--- config.mk ---
export PLATFORM = sky130hd
export DESIGN_NAME = pf_line_serializer
export DESIGN_NICKNAME = d
export VERILOG_FILES = /design/src/rtl/pf_pkg.sv /design/src/rtl/pf_hcount.sv /design/src/rtl/pf_regs.sv /design/src/rtl/pf_bitsel.sv /design/src/rtl/pf_line_serializer.sv
export SDC_FILE = /design/constraint.sdc
export NUM_CORES = 1
export LEC_CHECK = 0
export BUFFER_PORTS_ARGS = -buffer_cell sky130_fd_sc_hd__buf_2
export CAP_MARGIN = 10
export CORE_ASPECT_RATIO = 2
export CORE_MARGIN = 4
export CORE_UTILIZATION = 65
export CTS_BUF_LIST = sky130_fd_sc_hd__clkbuf_2 sky130_fd_sc_hd__clkbuf_4 sky130_fd_sc_hd__clkbuf_8
export DETAILED_ROUTE_END_ITERATION = 8
export GPL_ROUTABILITY_DRIVEN = 0
export MAX_ROUTING_LAYER = met4
export PLACE_DENSITY = 0.95
export RECOVER_POWER = 100
export SYNTH_ARGS = -nofsm -noshare
export SYNTH_HDL_FRONTEND = slang
export SYNTH_SLANG_ARGS = --single-unit
--- constraint.sdc ---
create_clock -name clk -period 8.2 [get_ports clk]
set_clock_uncertainty 0.05 [all_clocks]
set_input_delay 0.41 -clock clk [delete_from_list [all_inputs] [get_ports clk]]
set_output_delay 0.41 -clock clk [all_outputs]
set_load 0.03 [all_outputs]
--- src/rtl/pf_pkg.sv ---
package pf_pkg;

    // Line segment the serializer is currently in
    typedef enum logic [1:0] {
        ST_HBLANK = 2'd0,
        ST_LEFT   = 2'd1,
        ST_RIGHT  = 2'd2
    } line_state_t;

    // Geometry defaults shared by the modules
    localparam int PF_LINE_CLKS   = 228;
    localparam int PF_HBLANK_CLKS = 68;
    localparam int PF_CPU_DIV     = 3;
    localparam int PF_BIT_CLKS    = 4;
    localparam int PF_SEG0_BITS   = 4;
    localparam int PF_SEG1_BITS   = 8;
    localparam int PF_SEG2_BITS   = 8;

endpackage

--- src/rtl/pf_hcount.sv ---
// Horizontal pixel counter plus the CPU-cycle phase divider.
module pf_hcount #(
    parameter int LINE_CLKS = pf_pkg::PF_LINE_CLKS,
    parameter int CPU_DIV   = pf_pkg::PF_CPU_DIV,
    parameter int HW        = $clog2(LINE_CLKS),
    parameter int PW        = (CPU_DIV > 2) ? $clog2(CPU_DIV) : 1
) (
    input  logic          clk,
    input  logic          rst_n,
    output logic [HW-1:0] hpos,
    output logic [PW-1:0] phase,
    output logic          cpu_last
);

    localparam logic [HW-1:0] HPOS_LAST  = HW'(LINE_CLKS - 1);
    localparam logic [PW-1:0] PHASE_LAST = PW'(CPU_DIV - 1);

    always_ff @(posedge clk) begin
        if (!rst_n) begin
            hpos <= '0;
        end else if (hpos == HPOS_LAST) begin
            hpos <= '0;
        end else begin
            hpos <= hpos + 1'b1;
        end
    end

    always_ff @(posedge clk) begin
        if (!rst_n) begin
            phase <= '0;
        end else if (phase == PHASE_LAST) begin
            phase <= '0;
        end else begin
            phase <= phase + 1'b1;
        end
    end

    assign cpu_last = (phase == PHASE_LAST);

    // line counter wraps at the end of the line
    a_r2_wrap: assert property (@(posedge clk) disable iff (!rst_n)
        (hpos == HPOS_LAST) |=> (hpos == '0));

    // line counter steps by one elsewhere
    a_r2_step: assert property (@(posedge clk) disable iff (!rst_n)
        (hpos != HPOS_LAST) |=> (hpos == $past(hpos) + 1'b1));

    // CPU phase stays locked to hpos mod CPU_DIV
    a_r7_phase_lock: assert property (@(posedge clk) disable iff (!rst_n)
        (32'(phase) == (32'(hpos) % CPU_DIV)));

endmodule

--- src/rtl/pf_regs.sv ---
// Pattern registers with bus-cycle write latency: a strobe is held
// until the last pixel clock of its CPU cycle and committed there.
module pf_regs #(
    parameter int NREG  = 3,
    parameter int W     = 8,
    parameter int SEL_W = 2
) (
    input  logic                    clk,
    input  logic                    rst_n,
    input  logic                    cpu_last,
    input  logic                    wr_en,
    input  logic [SEL_W-1:0]        wr_sel,
    input  logic [W-1:0]            wr_data,
    output logic [NREG-1:0][W-1:0]  regs
);

    logic             pend_vld;
    logic [SEL_W-1:0] pend_sel;
    logic [W-1:0]     pend_data;

    // Strobes that do not fall on a boundary wait here
    always_ff @(posedge clk) begin
        if (!rst_n) begin
            pend_vld  <= 1'b0;
            pend_sel  <= '0;
            pend_data <= '0;
        end else if (wr_en && !cpu_last) begin
            pend_vld  <= 1'b1;
            pend_sel  <= wr_sel;
            pend_data <= wr_data;
        end else if (cpu_last) begin
            pend_vld  <= 1'b0;
        end
    end

    for (genvar i = 0; i < NREG; i++) begin : g_reg
        always_ff @(posedge clk) begin
            if (!rst_n) begin
                regs[i] <= '0;
            end else if (wr_en && cpu_last && (wr_sel == SEL_W'(i))) begin
                regs[i] <= wr_data;
            end else if (cpu_last && pend_vld && (pend_sel == SEL_W'(i))) begin
                regs[i] <= pend_data;
            end
        end
    end

    // register contents change only at a CPU-cycle boundary
    a_r7_commit_boundary: assert property (@(posedge clk) disable iff (!rst_n)
        !$stable(regs) |-> $past(cpu_last));

endmodule

--- src/rtl/pf_bitsel.sv ---
// Maps a bit index in a half line to a pattern register bit.
module pf_bitsel #(
    parameter int W     = 8,
    parameter int SEG0  = pf_pkg::PF_SEG0_BITS,
    parameter int SEG1  = pf_pkg::PF_SEG1_BITS,
    parameter int SEG2  = pf_pkg::PF_SEG2_BITS,
    parameter int TOTAL = SEG0 + SEG1 + SEG2,
    parameter int IW    = $clog2(TOTAL)
) (
    input  logic [W-1:0]  r0,
    input  logic [W-1:0]  r1,
    input  logic [W-1:0]  r2,
    input  logic [IW-1:0] idx,
    input  logic          mirror,
    output logic          bit_out
);

    localparam logic [IW-1:0] IDX_LAST = IW'(TOTAL - 1);

    logic [TOTAL-1:0] seq;
    logic [IW-1:0]    eff;

    // First register: upper bits only, ascending
    for (genvar k = 0; k < SEG0; k++) begin : g_seg0
        assign seq[k] = r0[W - SEG0 + k];
    end
    // Second register: descending from the top bit
    for (genvar k = 0; k < SEG1; k++) begin : g_seg1
        assign seq[SEG0 + k] = r1[W - 1 - k];
    end
    // Third register: ascending from bit 0
    for (genvar k = 0; k < SEG2; k++) begin : g_seg2
        assign seq[SEG0 + SEG1 + k] = r2[k];
    end

    assign eff     = mirror ? (IDX_LAST - idx) : idx;
    assign bit_out = (eff <= IDX_LAST) ? seq[eff] : 1'b0;

endmodule

--- src/rtl/pf_line_serializer.sv ---
module pf_line_serializer #(
    parameter int DATA_W      = 8,
    parameter int LINE_CLKS   = pf_pkg::PF_LINE_CLKS,
    parameter int HBLANK_CLKS = pf_pkg::PF_HBLANK_CLKS,
    parameter int CPU_DIV     = pf_pkg::PF_CPU_DIV,
    parameter int BIT_CLKS    = pf_pkg::PF_BIT_CLKS,
    localparam int HPOS_W     = $clog2(LINE_CLKS)
) (
    input  logic              clk,
    input  logic              rst_n,
    input  logic              wr_en,
    input  logic [1:0]        wr_sel,
    input  logic [DATA_W-1:0] wr_data,
    input  logic              reflect,
    output logic              pf_on,
    output logic [HPOS_W-1:0] hpos
);
    import pf_pkg::*;

    localparam int HALF_BITS = PF_SEG0_BITS + PF_SEG1_BITS + PF_SEG2_BITS;
    localparam int HALF_CLKS = HALF_BITS * BIT_CLKS;
    localparam int IW        = $clog2(HALF_BITS);
    localparam int PW        = (CPU_DIV > 2) ? $clog2(CPU_DIV) : 1;
    localparam logic [HPOS_W-1:0] LEFT_START  = HPOS_W'(HBLANK_CLKS);
    localparam logic [HPOS_W-1:0] RIGHT_START = HPOS_W'(HBLANK_CLKS + HALF_CLKS);
    localparam logic [HPOS_W-1:0] HPOS_LAST   = HPOS_W'(LINE_CLKS - 1);

    logic [PW-1:0]          phase;
    logic                   cpu_last;
    logic [2:0][DATA_W-1:0] regs;
    line_state_t            state, nxt;
    logic [HPOS_W-1:0]      off;
    logic [IW-1:0]          idx;
    logic                   right, vis, pat_bit;

    pf_hcount #(.LINE_CLKS(LINE_CLKS), .CPU_DIV(CPU_DIV), .HW(HPOS_W), .PW(PW)) u_hcount (
        .clk      (clk),
        .rst_n    (rst_n),
        .hpos     (hpos),
        .phase    (phase),
        .cpu_last (cpu_last)
    );

    pf_regs #(.NREG(3), .W(DATA_W), .SEL_W(2)) u_regs (
        .clk      (clk),
        .rst_n    (rst_n),
        .cpu_last (cpu_last),
        .wr_en    (wr_en),
        .wr_sel   (wr_sel),
        .wr_data  (wr_data),
        .regs     (regs)
    );

    // State register
    always_ff @(posedge clk) begin
        if (!rst_n) state <= ST_HBLANK;
        else        state <= nxt;
    end

    // Transitions follow the position counter
    always_comb begin
        nxt = state;
        unique case (state)
            ST_HBLANK: if (hpos == LEFT_START - 1'b1)  nxt = ST_LEFT;
            ST_LEFT:   if (hpos == RIGHT_START - 1'b1) nxt = ST_RIGHT;
            ST_RIGHT:  if (hpos == HPOS_LAST)          nxt = ST_HBLANK;
            default:   nxt = ST_HBLANK;
        endcase
    end

    // Outputs per state
    always_comb begin
        off   = '0;
        right = 1'b0;
        vis   = 1'b0;
        unique case (state)
            ST_HBLANK: begin
                vis = 1'b0;
            end
            ST_LEFT: begin
                off = hpos - LEFT_START;
                vis = 1'b1;
            end
            ST_RIGHT: begin
                off   = hpos - RIGHT_START;
                right = 1'b1;
                vis   = 1'b1;
            end
            default: vis = 1'b0;
        endcase
    end

    assign idx = IW'(off / HPOS_W'(BIT_CLKS));

    pf_bitsel #(.W(DATA_W)) u_bitsel (
        .r0      (regs[0]),
        .r1      (regs[1]),
        .r2      (regs[2]),
        .idx     (idx),
        .mirror  (right && reflect),
        .bit_out (pat_bit)
    );

    assign pf_on = vis && pat_bit;

    // dark through horizontal blank
    a_r3_blank_dark: assert property (@(posedge clk) disable iff (!rst_n)
        (hpos < LEFT_START) |-> !pf_on);

    // left state only inside the left window
    a_r4_left_align: assert property (@(posedge clk) disable iff (!rst_n)
        (state == ST_LEFT) |-> (hpos >= LEFT_START && hpos < RIGHT_START));

    // right state only inside the right window
    a_r5_right_align: assert property (@(posedge clk) disable iff (!rst_n)
        (state == ST_RIGHT) |-> (hpos >= RIGHT_START));

    // the line end always returns the machine to blanking
    a_r2_line_end: assert property (@(posedge clk) disable iff (!rst_n)
        (hpos == HPOS_LAST) |=> (state == ST_HBLANK));

endmodule

Word level (Yosys, flattened, before mapping)
Index checks and enable logic that the tools add are counted.
{"block": "op_classes", "addsub": 5, "magnitude_cmp": 2, "eq_ne": 13, "n_mux": 19, "bitwise_logic": 1, "reduce_logical": 23}
{"operator": "8-bit two-way mux", "n": 6}
{"operator": "8-bit equality test, second input constant", "n": 2}
{"operator": "7-bit one-hot mux with 2 select lines", "n": 1}
{"operator": "1-bit logical AND", "n": 11}
{"operator": "8-bit by 1-bit adder with 8-bit output, second input constant", "n": 1}
{"operator": "2-bit equality test, second input constant", "n": 4}
{"operator": "8-bit by 7-bit equality test with 1-bit output, second input constant", "n": 1}
{"operator": "2-bit nonzero test", "n": 4}
{"operator": "7-bit by 5-bit subtractor with 7-bit output, second input constant", "n": 1}
{"operator": "7-bit subtractor, second input constant", "n": 1}
{"operator": "2-bit by 1-bit equality test with 1-bit output, second input constant", "n": 3}
{"operator": "2-bit logical NOT", "n": 3}
{"operator": "5-bit by 6-bit less-than comparator with 1-bit output, second input constant", "n": 1}
{"operator": "1-bit two-way mux", "n": 6}
{"operator": "2-bit two-way mux", "n": 3}
{"operator": "2-bit inequality test, second input constant", "n": 3}
{"operator": "2-bit one-hot mux with 3 select lines", "n": 1}
{"operator": "2-bit OR reduction", "n": 3}
{"operator": "1-bit binary-select mux with 5-bit select", "n": 1}
{"operator": "5-bit <= comparator, second input constant", "n": 1}
{"operator": "5-bit two-way mux", "n": 1}
{"operator": "5-bit subtractor, first input constant", "n": 1}
{"operator": "3-bit AND reduction", "n": 1}
{"operator": "2-bit by 1-bit adder with 2-bit output, second input constant", "n": 1}
{"operator": "2 further kinds", "n": 2}
{"block": "totals", "register_bits": 47, "inputBits": 14, "word_cells": 72}

Logic depth before layout (Yosys ltp)
{"block": "logic_depth", "ltp_word": 8, "mapped_depth": 15}

By module
A second synthesis with hierarchy kept.
{"block": "hier_totals", "cells_unflattened": 290, "area_unflattened_um2": 2686.3}
{"mod": "pf_regs", "instances": 1, "cells_per_inst": 159, "area_each_um2": 1490.2, "seq_area_each_um2": 700.7}
{"mod": "pf_bitsel", "instances": 1, "cells_per_inst": 45, "area_each_um2": 465.4, "seq_area_each_um2": 0.0}
{"mod": "pf_hcount", "instances": 1, "cells_per_inst": 42, "area_each_um2": 395.4, "seq_area_each_um2": 200.2}
{"mod": "pf_line_serializer", "instances": 1, "cells_per_inst": 44, "area_each_um2": 335.3, "seq_area_each_um2": 40.0}

Least setup slack after synthesis
No wires, ideal clock.
{"block": "synth_path", "path_type": "register to output", "startpoint": "reg u_hcount.hpos[2]", "endpoint": "out pf_on", "arrival_ns": 2.928, "required_ns": 7.740, "setup_slack_ns": 4.812, "stages_incl_launch_ff": 10, "n_path_buf": 1, "cell_sequence": "dfxtp_1 buf_2 inv_2 ha_1 xnor2_1 nand2_1 ha_1 and3_1 a31o_2 o41ai_2"}
{"block": "synth_via", "elab_chain_cells": 8, "word_cells_on_any_way": 10}
{"element": "start: declaration", "line": "pf_hcount.sv:10", "source": "output logic [HW-1:0] hpos,"}
{"element": "start signal: assignment", "line": "pf_hcount.sv:24", "source": "hpos <= hpos + 1'b1;"}
{"element": "7-bit by 5-bit subtractor with 7-bit output / 7-bit subtractor (equally long branches)", "line": "pf_line_serializer.sv:85, pf_line_serializer.sv:81"}
{"element": "7-bit one-hot mux with 2 select lines *", "line": "pf_line_serializer.sv:76", "source": "unique case (state)"}
{"element": "5-bit subtractor", "line": "pf_bitsel.sv:36", "source": "assign eff = mirror ? (IDX_LAST - idx) : idx;"}
{"element": "5-bit two-way mux *", "line": "pf_bitsel.sv:36"}
{"element": "1-bit binary-select mux with 5-bit select", "line": "pf_bitsel.sv:37", "source": "assign bit_out = (eff <= IDX_LAST) ? seq[eff] : 1'b0;"}
{"element": "1-bit two-way mux (not written as such)", "line": "pf_bitsel.sv:37"}
{"element": "1-bit two-way mux *", "line": "pf_bitsel.sv:37"}
{"element": "1-bit logical AND *", "line": "pf_line_serializer.sv:104", "source": "assign pf_on = vis && pat_bit;"}
{"element": "end: declaration", "line": "pf_line_serializer.sv:15", "source": "output logic pf_on,"}
Every way passes the cells marked *; elsewhere a longest branch is shown, timed or not. The select of a mux whose other input is x is not followed.

Worst setup path after layout
{"block": "layout_path", "startpoint": "reg state[0]", "endpoint": "out pf_on"}
{"block": "layout_via", "elab_chain_cells": 8, "word_cells_on_any_way": 14}
{"element": "start: declaration", "line": "pf_line_serializer.sv:31", "source": "line_state_t state, nxt;"}
{"element": "start signal: assignment", "line": "pf_line_serializer.sv:57", "source": "else state <= nxt;"}
{"element": "2-bit equality test / 2-bit by 1-bit equality test with 1-bit output (equally long branches)", "line": "pf_line_serializer.sv:76"}
{"element": "7-bit one-hot mux with 2 select lines / 1-bit two-way mux (equally long branches)", "line": "pf_line_serializer.sv:76"}
{"element": "5-bit subtractor / 1-bit logical AND (equally long branches)", "line": "pf_bitsel.sv:36, pf_line_serializer.sv:100"}
{"element": "5-bit two-way mux", "line": "pf_bitsel.sv:36"}
{"element": "1-bit binary-select mux with 5-bit select", "line": "pf_bitsel.sv:37"}
{"element": "1-bit two-way mux (not written as such)", "line": "pf_bitsel.sv:37"}
{"element": "1-bit two-way mux", "line": "pf_bitsel.sv:37"}
{"element": "1-bit logical AND *", "line": "pf_line_serializer.sv:104"}
Marks and branches as above.

==> results.py <==
metrics = {
    "run_status": {
        "status": "finished, final reports clean",
    },
    "grt": {
        "grt_max_degree": 35,
        "grt_pass1_vias": 2217,
        "antenna_found_initial": 0,
        "grt_first_pass_wirelength_um": 9980,
        "track_usage_pct": 25.6,
        "grt_overflow": 0,
    },
    "layout": {
        "multi_input_area_sq_um": 1580,
        "fillers": 304,
        "syn_to_final_growth_pct": 6.27,
        "antennaDiodeCount": 0,
        "final_cell_area_sq_um": 2740,
        "fin_util_pct": 71.2,
        "layout_commonest_cell": "nand2_1",
        "drive_above_1_share_pct": 12.1,
        "seq_area_sq_um": 861,
        "nNetsFinal": 337,
        "final_cell_mix": "nand2_1 (54), dfxtp_1 (43), nand3_1 (37)",
    },
    "critical_path": {
        "cp_top_family": "adder cells",
        "cpMostUsedCell": "ha_1",
        "worstPathRequired_ns": 7.74,
        "reg2reg_depth": 8,
        "cp-end-kind": "output port",
        "r2r_end": "u_regs.regs[19]",
        "worstSetupStartpoint": "state[0]",
        "path_cells": "inv_1 > ha_1 > inv_1 > ha_1 > xnor2_1 > nand2_1 > ha_1 > nand2_1 > nor4_2 > a311oi_2 > a221oi_2 > o41ai_2 > clkbuf_1",
        "cp_slowest_cell": "ha_1",
        "r2r_slack_ns": 5.95,
        "worstSetupPathType": "reg2out",
        "start_kind": "register",
        "critical_path.max_stage_delay_ns": 0.38,
        "crit_fanout": 11,
        "rr_startpoint": "u_hcount.phase[0]",
        "critPathBufInv": 3,
        "cp_data_arrival_time_ns": 3.63,
    },
    "synthesis": {
        "synthesis.area_sq_um": 2570,
        "synth_edf_count": 0,
        "synthArstFlopShare_pct": 0,
        "synth_largest_area_cell": "dfxtp_1",
        "synthCells": 302,
        "synth_top_flop_cell": "dfxtp_1",
        "yosys_warnings": 0,
        "synth_cell_types": 56,
        "syn_area_per_cell_sq_um": 8.52,
        "ys_seq_area_share_pct": 33.4,
        "synth_nets": 325,
        "synth_top_area_share_pct": 33.4,
        "synth-seq-cells": 43,
        "synthTopCellsByArea": "dfxtp_1 (33%), o211a_1 (8.6%), nand2_1 (7.9%), nand3_1 (7.2%), ha_1 (4.4%)",
    },
    "route": {
        "route.vias.total": 2303,
        "routed_via_density": 6.29,
        "wl_um": 6080,
        "drc": 0,
        "drt_iter0_drc": 81,
        "firstDrtPassIters": 4,
        "ant_nets": 0,
        "wl_per_cell_um": 16.6,
    },
    "placed_design": {
        "place_hpwl_um": 4440,
        "portBuffers": 22,
        "placed_cell_area_sq_um": 2650,
    },
    "clocking": {
        "cts_sinks": 43,
        "holdBufCountCts": 0,
        "clock_latency_ns": 0.30,
        "cts.repair.resized": 0,
        "cts_tree": "yes",
        "clk_pin_slew_ns": 0.09,
        "cts_root_buffer": "clkbuf_8",
        "htreeDepth": 2,
        "cts_setup_buffers": 0,
        "cts.path.max_buffers": 2,
        "cts_made_buffers": 5,
    },
    "sta": {
        "slew_violations": 0,
        "timing.final.crit_share_pct": 49.8,
        "tns_ns": 0,
        "tightest_slew_ns": 0.901,
        "fmax_ghz": 0.245,
        "grt_setup_unrepaired": "no",
        "finalSetupViolCount": 0,
        "fin_crit_ns": 4.09,
        "slew_headroom_pct": 39.3,
        "whs_ns": 0.327,
        "hold_violations": 0,
    },
    "die": {
        "row_count": 32,
        "die_w_um": 52.5,
        "start_util_pct": 67.0,
        "core_area_sq_um": 3840,
        "dieArea_sq_um": 5090,
        "io_pins": 23,
        "die_h_um": 97.0,
    },
    "pwr": {
        "total_power_mw": 0.432,
        "peakVddDrop_uv": 202,
        "power_density_nw_per_um2": 158,
        "p_leak_nw": 1.32,
    },
    "min_path": {
        "holdPathEnd": "u_regs.pend_data[3]",
        "hp-start": "wr_data[3]",
        "hold_path_class": "in2reg",
        "worstHoldPathCells": 3,
    },
    "run": {
        "cap_violations": 0,
    },
}
[layer usage]
layer  wire length [um]  vias up  track usage (%)
met2               3400       86             45.6
met1               2210     1094             25.8
li1                   -     1104                -
met3                273       19             3.39
met4                194        0             12.4
met5                  0        -                -
[power by group]
| group | leakage (nW) | switching [mW] | internal [mW] | total, mW |
|---|---|---|---|---|
| clock | 0.0474 | 0.0770 | 0.0688 | 0.146 |
| combinational | 0.918 | 0.0352 | 0.0209 | 0.0561 |
| sequential | 0.350 | 0.0107 | 0.220 | 0.230 |
| total | 1.32 | 0.123 | 0.309 | 0.432 |
[synth_stat cells, types with 2 or more instances]
cell type  instances
nand2b_1           4
xnor2_1            7
nor2_1            18
and3_1             5
nand3_1           37
o211a_1           22
xor2_1             3
nand4b_1           2
nand4_1            2
ha_1               9
a21boi_0          11
buf_2              3
mux2_4             2
dfxtp_1           43
o22ai_1            3
a21oi_1            5
nand2_1           54
o21ai_0            4
nor2b_1            3
a22oi_1            2
nor3_1             2
a32oi_1            2
mux2i_1            8
clkbuf_1          11
inv_2              2
inv_1              8
[worst reg2reg max path, cell delays in order (launching register included)]
cell and delay [ns]:
dfxtp_1 0.32, inv_1 0.05, ha_1 0.23, nand2_1 0.12, nor2_1 0.53, nand2_1 0.38, nand2_1 0.20, nand3_1 0.10
o211a_1 0.17
[stage by stage]
stage,cells,setup slack [ns]
2_1_floorplan,302,4.81
3_3_place_gp,358,4.79
3_5_place_dp,358,4.63
4_1_cts,366,4.28
5_1_grt,366,3.95
6_report,366,4.11
[logic make-up after synthesis]
group / count (synthesis) / synth area share, %
compound gates: 64 / 22.6
fa+ha+maj: 9 / 4.38
mux: 11 / 4.72
xor+xnor: 11 / 4.04
buf+inv: 27 / 5.15
simple gates: 137 / 25.7
flops: 43 / 33.4
[worst max path at each step]
stage,endpoint,slack [ns],cells past startpoint
2_1_floorplan,pf_on,4.81,9
3_3_place_gp,pf_on,4.79,11
3_5_place_dp,pf_on,4.63,13
4_1_cts,pf_on,4.28,13
5_1_grt,pf_on,3.95,13
6_report,pf_on,4.11,13
[registers in the layout, indices dropped and copies added, names as in the netlist]
| register | count |
|---|---|
| u_regs.pend_data | 8 |
| u_hcount.phase | 2 |
| state | 2 |
| u_hcount.hpos | 8 |
| u_regs.pend_sel | 2 |
| u_regs.pend_vld | 1 |
| u_regs.regs | 20 |
[final cells by class]
type                            instances  area share, %
Tap cell                               51           2.33
Multi-Input combinational cell        232           57.6
Clock inverter                          2          0.595
Inverter                               10           1.37
Clock buffer                            6           3.02
Timing Repair Buffer                   22           3.61
Sequential cell                        43           31.5
Note: power is estimated with default switching activity, not from simulation.
